`config.mk`:
```
export PLATFORM = sky130hd
export DESIGN_NAME = ocw_unit
export DESIGN_NICKNAME = d
export VERILOG_FILES = /design/src/rtl/ocw_pkg.sv /design/src/rtl/ocw_regs.sv /design/src/rtl/ocw_counter.sv /design/src/rtl/ocw_channel.sv /design/src/rtl/ocw_unit.sv
export SDC_FILE = /design/constraint.sdc
export NUM_CORES = 1
export LEC_CHECK = 0
export ABC_AREA = 1
export CORE_ASPECT_RATIO = 0.9
export CORE_MARGIN = 1
export CORE_UTILIZATION = 57
export DETAILED_ROUTE_END_ITERATION = 16
export PLACE_DENSITY = 0.87
export SLEW_MARGIN = 20
export SYNTH_ARGS = -nofsm -noshare
export SYNTH_HDL_FRONTEND = slang
export SYNTH_SLANG_ARGS = --single-unit
```
`constraint.sdc`:
```
create_clock -name clk -period 2.3 [get_ports clk]
set_input_delay 0.23 -clock clk [delete_from_list [all_inputs] [get_ports clk]]
set_output_delay 0.23 -clock clk [all_outputs]
set_load 0.03 [all_outputs]
```
`src/rtl/ocw_pkg.sv`:
```
package ocw_pkg;

  localparam int unsigned NUM_CH = 2;
  localparam int unsigned WAVE_W = 4;
  localparam int unsigned ADDR_W = 3;

  typedef enum logic [1:0] {
    OUT_OFF = 2'd0,
    OUT_TOG = 2'd1,
    OUT_CLR = 2'd2,
    OUT_SET = 2'd3
  } out_mode_e;

  typedef logic [WAVE_W-1:0] wave_t;

  localparam wave_t WV_FREE    = 4'd0;
  localparam wave_t WV_CTC_CMP = 4'd4;
  localparam wave_t WV_PWM_8   = 4'd5;
  localparam wave_t WV_PWM_9   = 4'd6;
  localparam wave_t WV_PWM_10  = 4'd7;
  localparam wave_t WV_CTC_TOP = 4'd12;
  localparam wave_t WV_PWM_TOP = 4'd14;
  localparam wave_t WV_PWM_CMP = 4'd15;

  localparam logic [ADDR_W-1:0] RA_CTRL    = 3'd0;
  localparam logic [ADDR_W-1:0] RA_WAVE_HI = 3'd1;
  localparam logic [ADDR_W-1:0] RA_CMP_A   = 3'd2;
  localparam logic [ADDR_W-1:0] RA_CMP_B   = 3'd3;
  localparam logic [ADDR_W-1:0] RA_TOP     = 3'd4;

  function automatic logic wave_is_pwm(wave_t w);
    return (w == WV_PWM_8) || (w == WV_PWM_9) || (w == WV_PWM_10) ||
           (w == WV_PWM_TOP) || (w == WV_PWM_CMP);
  endfunction

  function automatic logic wave_allows_toggle(wave_t w);
    return (w == WV_PWM_TOP) || (w == WV_PWM_CMP);
  endfunction

endpackage

```
`src/rtl/ocw_regs.sv`:
```
module ocw_regs
  import ocw_pkg::*;
#(
  parameter int unsigned CNT_W = 16
) (
  input  logic                clk,
  input  logic                rst_n,
  input  logic                wr_en,
  input  logic [ADDR_W-1:0]   wr_addr,
  input  logic [CNT_W-1:0]    wr_data,
  output out_mode_e           mode_a,
  output out_mode_e           mode_b,
  output wave_t               wave,
  output logic [CNT_W-1:0]    cmp_a,
  output logic [CNT_W-1:0]    cmp_b,
  output logic [CNT_W-1:0]    top_val
);

  localparam int unsigned HALF_W = WAVE_W / 2;

  always_ff @(posedge clk or negedge rst_n) begin
    if (!rst_n) begin
      mode_a  <= OUT_OFF;
      mode_b  <= OUT_OFF;
      wave    <= WV_FREE;
      cmp_a   <= '0;
      cmp_b   <= '0;
      top_val <= '0;
    end else if (wr_en) begin
      case (wr_addr)
        RA_CTRL: begin
          mode_a            <= out_mode_e'(wr_data[1:0]);
          mode_b            <= out_mode_e'(wr_data[3:2]);
          wave[HALF_W-1:0]  <= wr_data[5:4];
        end
        RA_WAVE_HI: wave[WAVE_W-1:HALF_W] <= wr_data[HALF_W-1:0];
        RA_CMP_A:   cmp_a   <= wr_data;
        RA_CMP_B:   cmp_b   <= wr_data;
        RA_TOP:     top_val <= wr_data;
        default: ;
      endcase
    end
  end

  AST_CTRL_WRITE: assert property (@(posedge clk) disable iff (!rst_n)
    (wr_en && wr_addr == RA_CTRL) |=> (mode_a == $past(wr_data[1:0]) && mode_b == $past(wr_data[3:2]) && wave[1:0] == $past(wr_data[5:4])));

  AST_HI_KEEPS_LOW: assert property (@(posedge clk) disable iff (!rst_n)
    (wr_en && wr_addr == RA_WAVE_HI) |=> (wave[1:0] == $past(wave[1:0])));

  AST_NO_WRITE_STABLE: assert property (@(posedge clk) disable iff (!rst_n)
    (!wr_en) |=> ($stable(wave) && $stable(cmp_a) && $stable(cmp_b) && $stable(top_val)));

endmodule

```
`src/rtl/ocw_counter.sv`:
```
module ocw_counter
  import ocw_pkg::*;
#(
  parameter int unsigned CNT_W = 16
) (
  input  logic             clk,
  input  logic             rst_n,
  input  wave_t            wave,
  input  logic [CNT_W-1:0] cmp_a,
  input  logic [CNT_W-1:0] top_val,
  output logic [CNT_W-1:0] cnt,
  output logic             wrap
);

  localparam logic [CNT_W-1:0] CNT_MAX    = '1;
  localparam logic [CNT_W-1:0] CNT_ONE    = CNT_W'(1);
  localparam logic [CNT_W-1:0] PWM_TOP_8  = CNT_W'((1 << 8) - 1);
  localparam logic [CNT_W-1:0] PWM_TOP_9  = CNT_W'((1 << 9) - 1);
  localparam logic [CNT_W-1:0] PWM_TOP_10 = CNT_W'((1 << 10) - 1);

  logic [CNT_W-1:0] top_eff;

  always_comb begin
    case (wave)
      WV_CTC_CMP, WV_PWM_CMP: top_eff = cmp_a;
      WV_CTC_TOP, WV_PWM_TOP: top_eff = top_val;
      WV_PWM_8:               top_eff = PWM_TOP_8;
      WV_PWM_9:               top_eff = PWM_TOP_9;
      WV_PWM_10:              top_eff = PWM_TOP_10;
      default:                top_eff = CNT_MAX;
    endcase
  end

  assign wrap = (cnt == top_eff) || (cnt == CNT_MAX);

  always_ff @(posedge clk or negedge rst_n) begin
    if (!rst_n)    cnt <= '0;
    else if (wrap) cnt <= '0;
    else           cnt <= cnt + CNT_ONE;
  end

  AST_WRAP_TO_ZERO: assert property (@(posedge clk) disable iff (!rst_n)
    wrap |=> (cnt == '0));

  AST_STEP_UP: assert property (@(posedge clk) disable iff (!rst_n)
    (!wrap) |=> (cnt == $past(cnt) + CNT_ONE));

  AST_PWM8_BOUND: assert property (@(posedge clk) disable iff (!rst_n)
    (wave == WV_PWM_8 && cnt == PWM_TOP_8) |=> (cnt == '0));

endmodule

```
`src/rtl/ocw_channel.sv`:
```
module ocw_channel
  import ocw_pkg::*;
#(
  parameter int unsigned CNT_W = 16,
  parameter bit          IS_A  = 1'b1
) (
  input  logic             clk,
  input  logic             rst_n,
  input  out_mode_e        mode,
  input  wave_t            wave,
  input  logic [CNT_W-1:0] cmp,
  input  logic [CNT_W-1:0] cnt,
  input  logic             wrap,
  input  logic             port_dat,
  input  logic             port_dir,
  output logic             pin_val,
  output logic             pin_oe
);

  logic pwm;
  logic tog_ok;
  logic owns;
  logic match;
  logic oc_q;
  logic oc_d;

  assign pwm    = wave_is_pwm(wave);
  assign tog_ok = IS_A && wave_allows_toggle(wave);
  assign owns   = (mode != OUT_OFF) && !(pwm && mode == OUT_TOG && !tog_ok);
  assign match  = (cnt == cmp);

  always_comb begin
    oc_d = oc_q;
    if (owns) begin
      if (!pwm) begin
        case (mode)
          OUT_TOG: if (match) oc_d = ~oc_q;
          OUT_CLR: if (match) oc_d = 1'b0;
          OUT_SET: if (match) oc_d = 1'b1;
          default: ;
        endcase
      end else begin
        case (mode)
          OUT_TOG: if (match) oc_d = ~oc_q;
          OUT_CLR: begin
            if (wrap)       oc_d = 1'b1;
            else if (match) oc_d = 1'b0;
          end
          OUT_SET: begin
            if (wrap)       oc_d = 1'b0;
            else if (match) oc_d = 1'b1;
          end
          default: ;
        endcase
      end
    end
  end

  always_ff @(posedge clk or negedge rst_n) begin
    if (!rst_n) oc_q <= 1'b0;
    else        oc_q <= oc_d;
  end

  assign pin_val = owns ? oc_q : port_dat;
  assign pin_oe  = owns && port_dir;

  AST_PORT_PATH: assert property (@(posedge clk) disable iff (!rst_n)
    (mode == OUT_OFF) |-> (pin_val == port_dat && !pin_oe));

  AST_OE_NEEDS_DIR: assert property (@(posedge clk) disable iff (!rst_n)
    (!port_dir) |-> (!pin_oe));

  AST_MATCH_CLEARS: assert property (@(posedge clk) disable iff (!rst_n)
    (!pwm && mode == OUT_CLR && match) |=> (!oc_q));

  AST_MATCH_SETS: assert property (@(posedge clk) disable iff (!rst_n)
    (!pwm && mode == OUT_SET && match) |=> (oc_q));

  AST_NONINV_BOTTOM: assert property (@(posedge clk) disable iff (!rst_n)
    (pwm && mode == OUT_CLR && wrap) |=> (oc_q));

  AST_INV_BOTTOM: assert property (@(posedge clk) disable iff (!rst_n)
    (pwm && mode == OUT_SET && wrap) |=> (!oc_q));

  AST_HOLD_WHEN_PORT: assert property (@(posedge clk) disable iff (!rst_n)
    (!owns) |=> (oc_q == $past(oc_q)));

  if (IS_A) begin : g_a_chk
    AST_A_TOGGLES: assert property (@(posedge clk) disable iff (!rst_n)
      (wave_allows_toggle(wave) && mode == OUT_TOG && match) |=> (oc_q != $past(oc_q)));
  end else begin : g_b_chk
    AST_B_NO_TOGGLE: assert property (@(posedge clk) disable iff (!rst_n)
      (wave_allows_toggle(wave) && mode == OUT_TOG) |-> (pin_val == port_dat && !pin_oe));
  end

  AST_PWM_TOG_PORT: assert property (@(posedge clk) disable iff (!rst_n)
    (pwm && !wave_allows_toggle(wave) && mode == OUT_TOG) |-> (!pin_oe));

endmodule

```
`src/rtl/ocw_unit.sv`:
```
module ocw_unit
  import ocw_pkg::*;
#(
  parameter int unsigned CNT_W = 16
) (
  input  logic                clk,
  input  logic                rst_n,
  input  logic                wr_en,
  input  logic [ADDR_W-1:0]   wr_addr,
  input  logic [CNT_W-1:0]    wr_data,
  input  logic [NUM_CH-1:0]   port_dat,
  input  logic [NUM_CH-1:0]   port_dir,
  output logic [NUM_CH-1:0]   pin_val,
  output logic [NUM_CH-1:0]   pin_oe,
  output logic [CNT_W-1:0]    count
);

  out_mode_e        mode_a;
  out_mode_e        mode_b;
  wave_t            wave;
  logic [CNT_W-1:0] cmp_a;
  logic [CNT_W-1:0] cmp_b;
  logic [CNT_W-1:0] top_val;
  logic             wrap;

  out_mode_e        ch_mode [NUM_CH];
  logic [CNT_W-1:0] ch_cmp  [NUM_CH];

  ocw_regs #(.CNT_W(CNT_W)) u_regs (
    .clk     (clk),
    .rst_n   (rst_n),
    .wr_en   (wr_en),
    .wr_addr (wr_addr),
    .wr_data (wr_data),
    .mode_a  (mode_a),
    .mode_b  (mode_b),
    .wave    (wave),
    .cmp_a   (cmp_a),
    .cmp_b   (cmp_b),
    .top_val (top_val)
  );

  ocw_counter #(.CNT_W(CNT_W)) u_counter (
    .clk     (clk),
    .rst_n   (rst_n),
    .wave    (wave),
    .cmp_a   (cmp_a),
    .top_val (top_val),
    .cnt     (count),
    .wrap    (wrap)
  );

  assign ch_mode[0] = mode_a;
  assign ch_mode[1] = mode_b;
  assign ch_cmp[0]  = cmp_a;
  assign ch_cmp[1]  = cmp_b;

  for (genvar g = 0; g < NUM_CH; g++) begin : g_ch
    ocw_channel #(.CNT_W(CNT_W), .IS_A(g == 0)) u_ch (
      .clk      (clk),
      .rst_n    (rst_n),
      .mode     (ch_mode[g]),
      .wave     (wave),
      .cmp      (ch_cmp[g]),
      .cnt      (count),
      .wrap     (wrap),
      .port_dat (port_dat[g]),
      .port_dir (port_dir[g]),
      .pin_val  (pin_val[g]),
      .pin_oe   (pin_oe[g])
    );
  end

endmodule

```
==> results_dict.tcl <==
set metrics [dict create \
    placementRows 29 \
    pre_cts_ws_ns 0.02367 \
    powerDensity_nw_per_um2 720.5 \
    synthCells 540 \
    fin_skew_ns 0.01101 \
    final_common_cell "nand2_1" \
    fp.dieW_um 92.14 \
    htreeDepth 3 \
    start_kind "flip-flop" \
    fin_setup_tns_ns 0 \
    gr-usage-all-layers_pct 29.04 \
    arrival_ns 2.52 \
    fin_crit_sh_pct 96.69 \
    ys_seq_area_share_pct 44.43 \
    die_y_um 83.12 \
    core_um2 7076 \
    finalCriticalPeriod_ns 2.224 \
    grt_max_degree 40 \
    async_flop_share_pct 100.0 \
    io-pin-count 46 \
    netlist_area_um2 4168 \
    finalSetupViolCount 0 \
    antenna_found_initial 0 \
    routed_wl_mm 10.42 \
    status "complete, no violations" \
    synthesis.nets 571 \
    dieArea_um2 7658 \
    grt-ovfl-total 0 \
    drive_above_1_share_pct 12.08 \
    worstMarginPinSlew_ns 0.8410 \
    hold_class "in2reg" \
    clock-sinks 74 \
    grt_setup_unrepaired "yes" \
    synth.avg_cell_area_um2 7.718 \
    synth.largest_area_cell "dfrtp_1" \
    yosys.area.top_type_share_pct 44.43 \
    grt_pass1_wl_mm 17.21 \
    end_kind "flip-flop" \
    clk_pin_slew_ns 0.08 \
    yosys_warnings 0 \
    grt_pass1_vias 3625 \
    cp_data_required_time_ns 2.59 \
    clk_latency_ns 0.36 \
    hold_viol 0 \
    dr.pass1.iters 9 \
    cts_made_buffers 9 \
    final_max_slew_viol_count 0 \
    p_leak_nw 2.499 \
    synth_ff_type "dfrtp_1" \
    drt_iter0_drc 380 \
    vdd_drop_max_mv 0.3559 \
    synth_seq_cells 74 \
    cts_max_path_buffers 2 \
    io_buffers 45 \
    start_util_pct 58.90 \
    wire_per_inst_um 15.12 \
    post-route-drc-count 0 \
    fillers 530 \
    vias_per_cell 5.601 \
    synthToLayoutAreaGrowth_pct 21.19 \
    cp_max_fo 16 \
    synth-edff-count 0 \
    insertedDiodeCount 0 \
    via_count 3859 \
    max-slew-margin-rel_pct 43.93 \
    yosys.cell_types.count 29 \
    layout.nets 622 \
    max-cap-violations 0 \
    ant_nets 0 \
    gp_congestion 0.9108 \
    cts_tree "done" \
    crit_type "reg2reg" \
    dpl.hpwl_mm 7.327 \
    fmax_mhz 449.7 \
    cts-root-buf "clkbuf_8" \
    holdWs_ns 0.4591 \
    most-common-layout-cells "nand2_1 (153), dfrtp_1 (72), o21ai_0 (60)" \
    setup_slack_ns 0.07612 \
    synth_top_cells_by_area "dfrtp_1 (44%), nand2_1 (14%), xor2_1 (8.0%), o21ai_0 (7.2%), inv_1 (4.5%)" \
]
## per-stage QoR
step | cell area [um^2] | utilization [%] | instances | power [W]
finish | 5051 | 71.39 | 689 | 0.003639
global route | 5051 | 71.39 | 689 | 0.003836
CTS | 4945 | 69.89 | 686 | 0.003576
detailed placement | 4735 | 66.91 | 669 | 0.002569
global placement | 4735 | 66.91 | 669 | 0.002519
floorplan | 4168 | - | 540 | 0.002305
## sequential cells by signal (all words and copies together) (netlist names)
name and cells:
u_regs.cmp_a 16, u_regs.top_val 16, u_counter.cnt 16, u_regs.wave 4
u_regs.mode_a 2, u_regs.cmp_b 16, g_ch.u_ch.oc_q 2, u_regs.mode_b 2
## power breakdown
part	switching, W	total (W)	internal (W)
sequential	0.000183	0.00169	0.00150
combinational	0.000553	0.000930	0.000377
clock	0.000496	0.00102	0.000527
## worst paths after layout
path	from	to	slack (ns)	cells after the start
setup / recovery	u_regs.wave[3]$_DFFE_PN0P_	g_ch[1].u_ch.oc_q$_DFFE_PN0P_	0.08	17
max in group asynchronous	rst_n	u_regs.wave[2]$_DFFE_PN0P_	1.03	3
hold reg to reg	u_regs.top_val[6]$_DFFE_PN0P_	u_regs.top_val[6]$_DFFE_PN0P_	0.50	2
hold / removal	wr_data[14]	u_regs.cmp_a[14]$_DFFE_PN0P_	0.46	3
setup reg to reg	u_regs.wave[3]$_DFFE_PN0P_	g_ch[1].u_ch.oc_q$_DFFE_PN0P_	0.08	17
min in group asynchronous	rst_n	u_counter.cnt[13]$_DFF_PN0_	0.50	2
## Yosys cell counts, drive strengths merged (3+ instances only)
| library cell | number |
|---|---|
| nand2 | 158 |
| ha | 5 |
| dfrtp | 74 |
| nand3 | 27 |
| nor3 | 6 |
| buf | 11 |
| nor3b | 3 |
| o21ai | 60 |
| a21oi | 10 |
| nor4 | 8 |
| nand4 | 15 |
| xor2 | 38 |
| clkbuf | 16 |
| nor2 | 47 |
| inv | 54 |
## logic make-up (layout without fill, tap and decap cells)
family	Yosys count	count (layout)	share of synthesized area, %
AOI/OAI and AO/OA	76	76	9.727
adders and majority gates	5	5	1.501
xor gates and xnor gates	38	38	7.986
DFF	74	74	44.43
and+or+nand+nor	264	264	27.95
buffers and inverters	83	139	8.406
## final cells by class
cell class | instances | area, um^2 | area share, %
Inverter | 56 | 210.2 | 4.162
Clock buffer | 11 | 141.4 | 2.799
Tap cell | 93 | 116.4 | 2.304
Sequential cell | 74 | 1854 | 36.71
Multi-Input combinational cell | 383 | 2051 | 40.60
Timing Repair Buffer | 67 | 624.3 | 12.36
Clock inverter | 5 | 53.80 | 1.065
## layer usage
layer | vias up | wire, um | track usage [%]
met5 | - | 0 | 0
met4 | 0 | 293 | 13.35
met3 | 36 | 1012 | 6.044
met2 | 218 | 4778 | 43.08
met1 | 1781 | 4334 | 40.94
li1 | 1824 | - | -
## critical path, cell delays in order, from the launching register on
cell,delay [ns]
dfrtp_1,0.43
nand2_2,0.12
clkinv_1,0.11
nand2_1,0.12
nand2_4,0.15
nand2_1,0.13
nand2_1,0.07
nand2_1,0.06
nand2_1,0.05
nor2_1,0.10
nand2_1,0.07
nor2_1,0.17
nand2_2,0.17
nand3_1,0.11
nand2_1,0.05
nand2_1,0.07
nand2_1,0.06
a21oi_2,0.11
## what timing repair did
action                                  CTS  global route
hold buffers                              1             0
pin swaps                                 0             4
endpoints found under the hold margin     3             0
buffers inserted                          0             3
resized for setup                         5            20
endpoints found under the setup margin    4            21
Note: power is estimated with default switching activity, not from simulation.
